### config.mk
export PLATFORM = sky130hd
export DESIGN_NAME = irq_daisy_chain
export DESIGN_NICKNAME = d
export VERILOG_FILES = /design/src/rtl/irq_chain_pkg.sv /design/src/rtl/irq_chain_link.sv /design/src/rtl/irq_vec_merge.sv /design/src/rtl/irq_daisy_chain.sv
export SDC_FILE = /design/constraint.sdc
export NUM_CORES = 1
export LEC_CHECK = 0
export BUFFER_PORTS_ARGS = -buffer_cell sky130_fd_sc_hd__buf_4
export CAP_MARGIN = 0
export CELL_PAD_IN_SITES_DETAIL_PLACEMENT = 0
export CELL_PAD_IN_SITES_GLOBAL_PLACEMENT = 2
export CORE_ASPECT_RATIO = 0.8
export CORE_MARGIN = 2
export CORE_UTILIZATION = 31
export CTS_CLUSTER_DIAMETER = 60
export DETAILED_ROUTE_END_ITERATION = 7
export PLACE_DENSITY = 0.82
export SLEW_MARGIN = 40
export SYNTH_ARGS = -nofsm -noshare
export SYNTH_HDL_FRONTEND = slang
export SYNTH_SLANG_ARGS = --single-unit
### constraint.sdc
create_clock -name clk -period 1.8 [get_ports clk]
set_input_delay 0.09 -clock clk [delete_from_list [all_inputs] [get_ports clk]]
set_output_delay 0.09 -clock clk [all_outputs]
set_load 0.05 [all_outputs]
### src/rtl/irq_chain_pkg.sv
package irq_chain_pkg;

    typedef enum logic [1:0] {
        LNK_IDLE  = 2'd0,
        LNK_PASS  = 2'd1,
        LNK_CLAIM = 2'd2
    } link_state_t;

endpackage

### src/rtl/irq_chain_link.sv
module irq_chain_link
    import irq_chain_pkg::*;
#(
    parameter int VW     = 8,
    parameter int MY_VEC = 0
) (
    input  logic          clk,
    input  logic          rst_n,
    input  logic          req_set,
    input  logic          ack_in,
    output logic          ack_out,
    output logic          vec_oe,
    output logic [VW-1:0] vec_data,
    output logic          pend_o
);

    localparam logic [VW-1:0] VEC_VAL = VW'(MY_VEC);

    link_state_t state_q, state_d;
    logic        pend_q;
    logic        claim_go;

    // Next-state selection: the decision is taken only on leaving IDLE.
    always_comb begin
        state_d = state_q;
        unique case (state_q)
            LNK_IDLE: begin
                if (ack_in) state_d = pend_q ? LNK_CLAIM : LNK_PASS;
            end
            LNK_PASS: begin
                if (!ack_in) state_d = LNK_IDLE;
            end
            LNK_CLAIM: begin
                if (!ack_in) state_d = LNK_IDLE;
            end
            default: state_d = LNK_IDLE;
        endcase
    end

    assign claim_go = (state_q == LNK_IDLE) && ack_in && pend_q;

    // State register
    always_ff @(posedge clk or negedge rst_n) begin
        if (!rst_n) state_q <= LNK_IDLE;
        else        state_q <= state_d;
    end

    // Pending flag: cleared by the claim, a coincident new request survives
    always_ff @(posedge clk or negedge rst_n) begin
        if (!rst_n) pend_q <= 1'b0;
        else        pend_q <= (pend_q & ~claim_go) | req_set;
    end

    // Outputs
    always_comb begin
        ack_out  = (state_q == LNK_PASS) && ack_in;
        vec_oe   = (state_q == LNK_CLAIM) && ack_in;
        vec_data = vec_oe ? VEC_VAL : '0;
        pend_o   = pend_q;
    end

    // a claiming link never forwards the acknowledge
    assert_swallow_ack_R5: assert property (@(posedge clk) disable iff (!rst_n)
        (state_q == LNK_CLAIM) |-> !ack_out);

    // a link only claims if it had a pending request
    assert_claim_needs_pend_R3: assert property (@(posedge clk) disable iff (!rst_n)
        $rose(state_q == LNK_CLAIM) |-> $past(pend_q));

    // the claim clears the pending flag
    assert_claim_clears_R7: assert property (@(posedge clk) disable iff (!rst_n)
        (claim_go && !req_set) |=> !pend_q);

    // a passing link cannot turn into a claimer mid-acknowledge
    assert_frozen_pass_R8: assert property (@(posedge clk) disable iff (!rst_n)
        (state_q == LNK_PASS && ack_in) |=> (state_q != LNK_CLAIM));

endmodule

### src/rtl/irq_vec_merge.sv
module irq_vec_merge #(
    parameter int            N           = 4,
    parameter int            VW          = 8,
    parameter logic [VW-1:0] DEFAULT_VEC = '1
) (
    input  logic          clk,
    input  logic          rst_n,
    input  logic [N-1:0]  oe,
    input  logic [VW-1:0] drv [N],
    output logic [VW-1:0] bus
);

    logic [VW-1:0] or_acc [N+1];

    assign or_acc[0] = '0;
    for (genvar i = 0; i < N; i++) begin : g_or
        assign or_acc[i+1] = or_acc[i] | (oe[i] ? drv[i] : '0);
    end

    // Undriven bus reads the pull value
    assign bus = (|oe) ? or_acc[N] : DEFAULT_VEC;

    // never more than one driver on the shared bus
    assert_single_driver_R5: assert property (@(posedge clk) disable iff (!rst_n)
        $onehot0(oe));

endmodule

### src/rtl/irq_daisy_chain.sv
module irq_daisy_chain #(
    parameter int            N           = 4,
    parameter int            VW          = 8,
    parameter int            VEC_BASE    = 32,
    parameter int            VEC_STEP    = 4,
    parameter logic [VW-1:0] DEFAULT_VEC = 8'hFF
) (
    input  logic          clk,
    input  logic          rst_n,
    input  logic [N-1:0]  req_set,
    input  logic          cpu_ack,
    output logic          irq_n,
    output logic          chain_ack_out,
    output logic [N-1:0]  vec_oe,
    output logic [VW-1:0] vec_bus
);

    logic [N:0]    ack_link;
    logic [N-1:0]  pend;
    logic [VW-1:0] drv [N];

    assign ack_link[0] = cpu_ack;

    for (genvar i = 0; i < N; i++) begin : g_link
        localparam int LINK_VEC = VEC_BASE + i * VEC_STEP;
        irq_chain_link #(
            .VW     (VW),
            .MY_VEC (LINK_VEC)
        ) u_link (
            .clk      (clk),
            .rst_n    (rst_n),
            .req_set  (req_set[i]),
            .ack_in   (ack_link[i]),
            .ack_out  (ack_link[i+1]),
            .vec_oe   (vec_oe[i]),
            .vec_data (drv[i]),
            .pend_o   (pend[i])
        );
    end

    // Wired-OR of active-low request contributions
    assign irq_n         = ~(|pend);
    assign chain_ack_out = ack_link[N];

    irq_vec_merge #(
        .N           (N),
        .VW          (VW),
        .DEFAULT_VEC (DEFAULT_VEC)
    ) u_merge (
        .clk   (clk),
        .rst_n (rst_n),
        .oe    (vec_oe),
        .drv   (drv),
        .bus   (vec_bus)
    );

    // an acknowledge leaving the chain means nobody drives the bus
    assert_unclaimed_idle_R9: assert property (@(posedge clk) disable iff (!rst_n)
        chain_ack_out |-> (vec_oe == '0));

    // no driver without the CPU acknowledge
    assert_oe_needs_ack_R10: assert property (@(posedge clk) disable iff (!rst_n)
        !cpu_ack |-> (vec_oe == '0));

endmodule

==> metrics <==
GRT overflow=0; Die Span X=65.1 um; Starting Density=0.329; count of final setup violators=0; crit path max-delay cell type=dfrtp_1; I/O pin count=21; met3 wire len=68 um; Reg clk slew, reported paths=0.06 ns; warnings from Yosys=0; Design Area, Final=1160 um^2; hold_ws=0.0213 ns; Peak Freq=581 MHz; detailed-route wire length per cell=12.5 um; top routing layer used=met4; Yosys reg bits=12; first-pass GRT wire length=3.22 mm; Worst EP arrival=1.63 ns; clock sink total=12; Unique masters post-synth=30; Root Driver=clkbuf_8; vias in the first global route=721; Tmin final=1.72 ns; Total Power=1.31 mW; H-tree depth=1; Max clock buf depth=2; drt total wl=1.96 mm; crit path kind=flip-flop to primary output; Core Box Area=2810 um^2; fin cells=157; CTS Buf Count=3; # Max-Cap Violations=0; Post-Place Cell Area=1040 um^2; die area=3440 um^2; Critical Path RT=1.71 ns; Worst path max stage delay=0.38 ns; nets=139; final hold violations=0; Max VDD drop=0.583 mV; Post-Syn Nets=121; Vias/cell=4.82; Mapped Cells=102; Die H=52.9 um; # port buffers=19; CP Buf/Inv Count=2; async set or reset register ratio after synthesis=1.00; WL met2=1.01 mm; Starting DRT DRC Count=18; Max Fanout on Critical Path=7; layout cell share with drive strength beyond 1=0.336; gr usage total=0.127; Final Cycle Share=0.957; Synth Flop Type=dfrtp_1; result of the run=finished clean; clk_skew=0.00136 ns; Fin Setup TNS=0 ns; power per cell area=1130 nW/um^2; CTS tree=yes; drt pass-1 iters=6; HPWL Detailed=1.47 mm; Startpoint Class=flip-flop; dpl cells=148; Diodes inserted=0; mean post-synth cell area=9.07 um^2; drt drc=0; Hold Path Class=input pin to flip-flop; vias=756; Area Overhead vs Synth=25.0%; initial antenna violation count=0; critical-path cell list=inv_1, ha_2, and3_4, and2_1, o21ai_1, buf_6; DRT met1 WL=856 um; largest net degree at the start of global routing=13; Slew Viols, Final=0; row count=17; Setup crit end kind=primary output; post-synthesis cell area=925 um^2; delay-heaviest family, CP=flip-flops; Leakage=0.511 nW; post-route ant nets=0; GPL Wtd Cong=0.734; register area share after synthesis=0.325; EDFF count, synth=0; Clock Latency Late Sink=0.24 ns
==> repair_timing <==
item                                    CTS  global route
setup buffers                             2             2
resized for setup                         1             6
endpoints found under the setup margin   10             7
pin swaps                                 1             0
hold endpoints to repair                 12             0
hold buffers                              1             0
==> cells by family (layout without fill, tap and decap cells) <==
| family | Yosys count | count (layout) | share of synthesized area |
|---|---|---|---|
| compound gates | 15 | 15 | 0.100 |
| fa+ha+maj | 12 | 12 | 0.162 |
| buf+inv | 20 | 37 | 0.138 |
| flops | 12 | 12 | 0.325 |
| mux | 1 | 1 | 0.0122 |
| other cells | 1 | 1 | 0.00406 |
| simple gates | 41 | 41 | 0.258 |
==> layer usage <==
metal | vias to the layer above | global-route usage
met5 | - | 0
li1 | 379 | -
met4 | 0 | 0.0521
met2 | 13 | 0.218
met3 | 2 | 0.0383
met1 | 362 | 0.149
==> layout make-up <==
cell class	count	area, um^2
multi-input cells	70	529
well taps	38	47.5
clock buffers	4	55.1
flip-flops and latches	12	300
fillers	304	1650
repair buffers	25	194
inverters	8	30.0
==> worst paths after layout <==
| check | from | end | slack, ns | depth (start not counted) |
|---|---|---|---|---|
| worst max register to register | g_link[3].u_link.state_q[0] | g_link[3].u_link.state_q[0] | 0.30 | 5 |
| worst min register to register | g_link[0].u_link.state_q[0] | g_link[0].u_link.state_q[0] | 0.52 | 2 |
| worst max-delay path | g_link[0].u_link.state_q[1] | vec_bus[2] | 0.08 | 6 |
| min in group asynchronous | rst_n | g_link[0].u_link.state_q[0] | 0.23 | 2 |
| worst min-delay path | req_set[3] | g_link[3].u_link.pend_o | 0.02 | 2 |
| max in group asynchronous | rst_n | g_link[2].u_link.state_q[0] | 1.41 | 2 |
==> registers in the layout, indices dropped and copies added (netlist names) <==
name / flops
g_link.u_link.pend_o: 4
g_link.u_link.state_q: 8
==> worst register-to-register path, stage by stage, from the launching register on <==
cell	delay, ns
dfrtp_1	0.39
inv_1	0.08
ha_1	0.32
and2b_1	0.22
or3b_1	0.35
nand3_1	0.08
==> cell usage after synthesis (2+ instances only) <==
| cell | n | share of area |
|---|---|---|
| nand2_1 | 4 | 0.016 |
| buf_6 | 2 | 0.024 |
| a21oi_1 | 4 | 0.022 |
| buf_4 | 10 | 0.081 |
| o21ai_0 | 3 | 0.016 |
| and2_1 | 2 | 0.014 |
| nand4_1 | 3 | 0.020 |
| and3_1 | 2 | 0.014 |
| nor2_1 | 4 | 0.016 |
| a21o_1 | 4 | 0.032 |
| inv_1 | 8 | 0.032 |
| nand3_1 | 16 | 0.087 |
| dfrtp_1 | 12 | 0.32 |
| ha_1 | 12 | 0.16 |
==> where the power goes <==
part / total, mW / internal (mW) / switching (mW)
sequential: 0.353 / 0.313 / 0.0398
clock: 0.302 / 0.194 / 0.108
combinational: 0.651 / 0.245 / 0.406
==> through the flow <==
| step | setup WS [ns] | util |
|---|---|---|
| final | 0.0780 | 0.412 |
| after global routing | -0.00688 | 0.412 |
| after CTS | 0.0378 | 0.399 |
| after detailed placement | 0.191 | 0.370 |
| after global placement | 0.291 | 0.370 |
| after floorplan | 0.0107 | - |
==> layout by cell type, fill, tap and decap left out <==
| cell type | synthesis | layout |
|---|---|---|
| a21o_1 | 4 | 4 |
| a21oi_1 | 4 | 3 |
| a21oi_2 | 0 | 1 |
| a22o_1 | 1 | 1 |
| a31oi_1 | 1 | 1 |
| and2_1 | 2 | 2 |
| and2b_1 | 1 | 1 |
| and3_1 | 2 | 2 |
| and3_2 | 1 | 1 |
| and3_4 | 1 | 1 |
| and3b_1 | 1 | 1 |
| buf_4 | 10 | 23 |
| buf_6 | 2 | 1 |
| clkbuf_8 | 0 | 4 |
| conb_1 | 1 | 1 |
| dfrtp_1 | 12 | 12 |
| dlygate4sd3_1 | 0 | 1 |
| ha_1 | 12 | 10 |
| ha_2 | 0 | 2 |
| inv_1 | 8 | 8 |
| mux2_2 | 1 | 1 |
| nand2_1 | 4 | 4 |
| nand3_1 | 16 | 15 |
| nand3_2 | 0 | 1 |
| nand4_1 | 3 | 3 |
| nand4_2 | 1 | 1 |
| nand4b_1 | 1 | 1 |
| nor2_1 | 4 | 2 |
| nor2_2 | 0 | 1 |
| nor2_4 | 0 | 1 |
| nor2b_2 | 0 | 1 |
| nor3b_1 | 1 | 1 |
| nor4_2 | 0 | 1 |
| o21ai_0 | 3 | 2 |
| o21ai_1 | 1 | 2 |
| o31ai_1 | 1 | 1 |
| or3b_1 | 1 | 1 |
No activity file was read; power rests on OpenSTA's default activity.
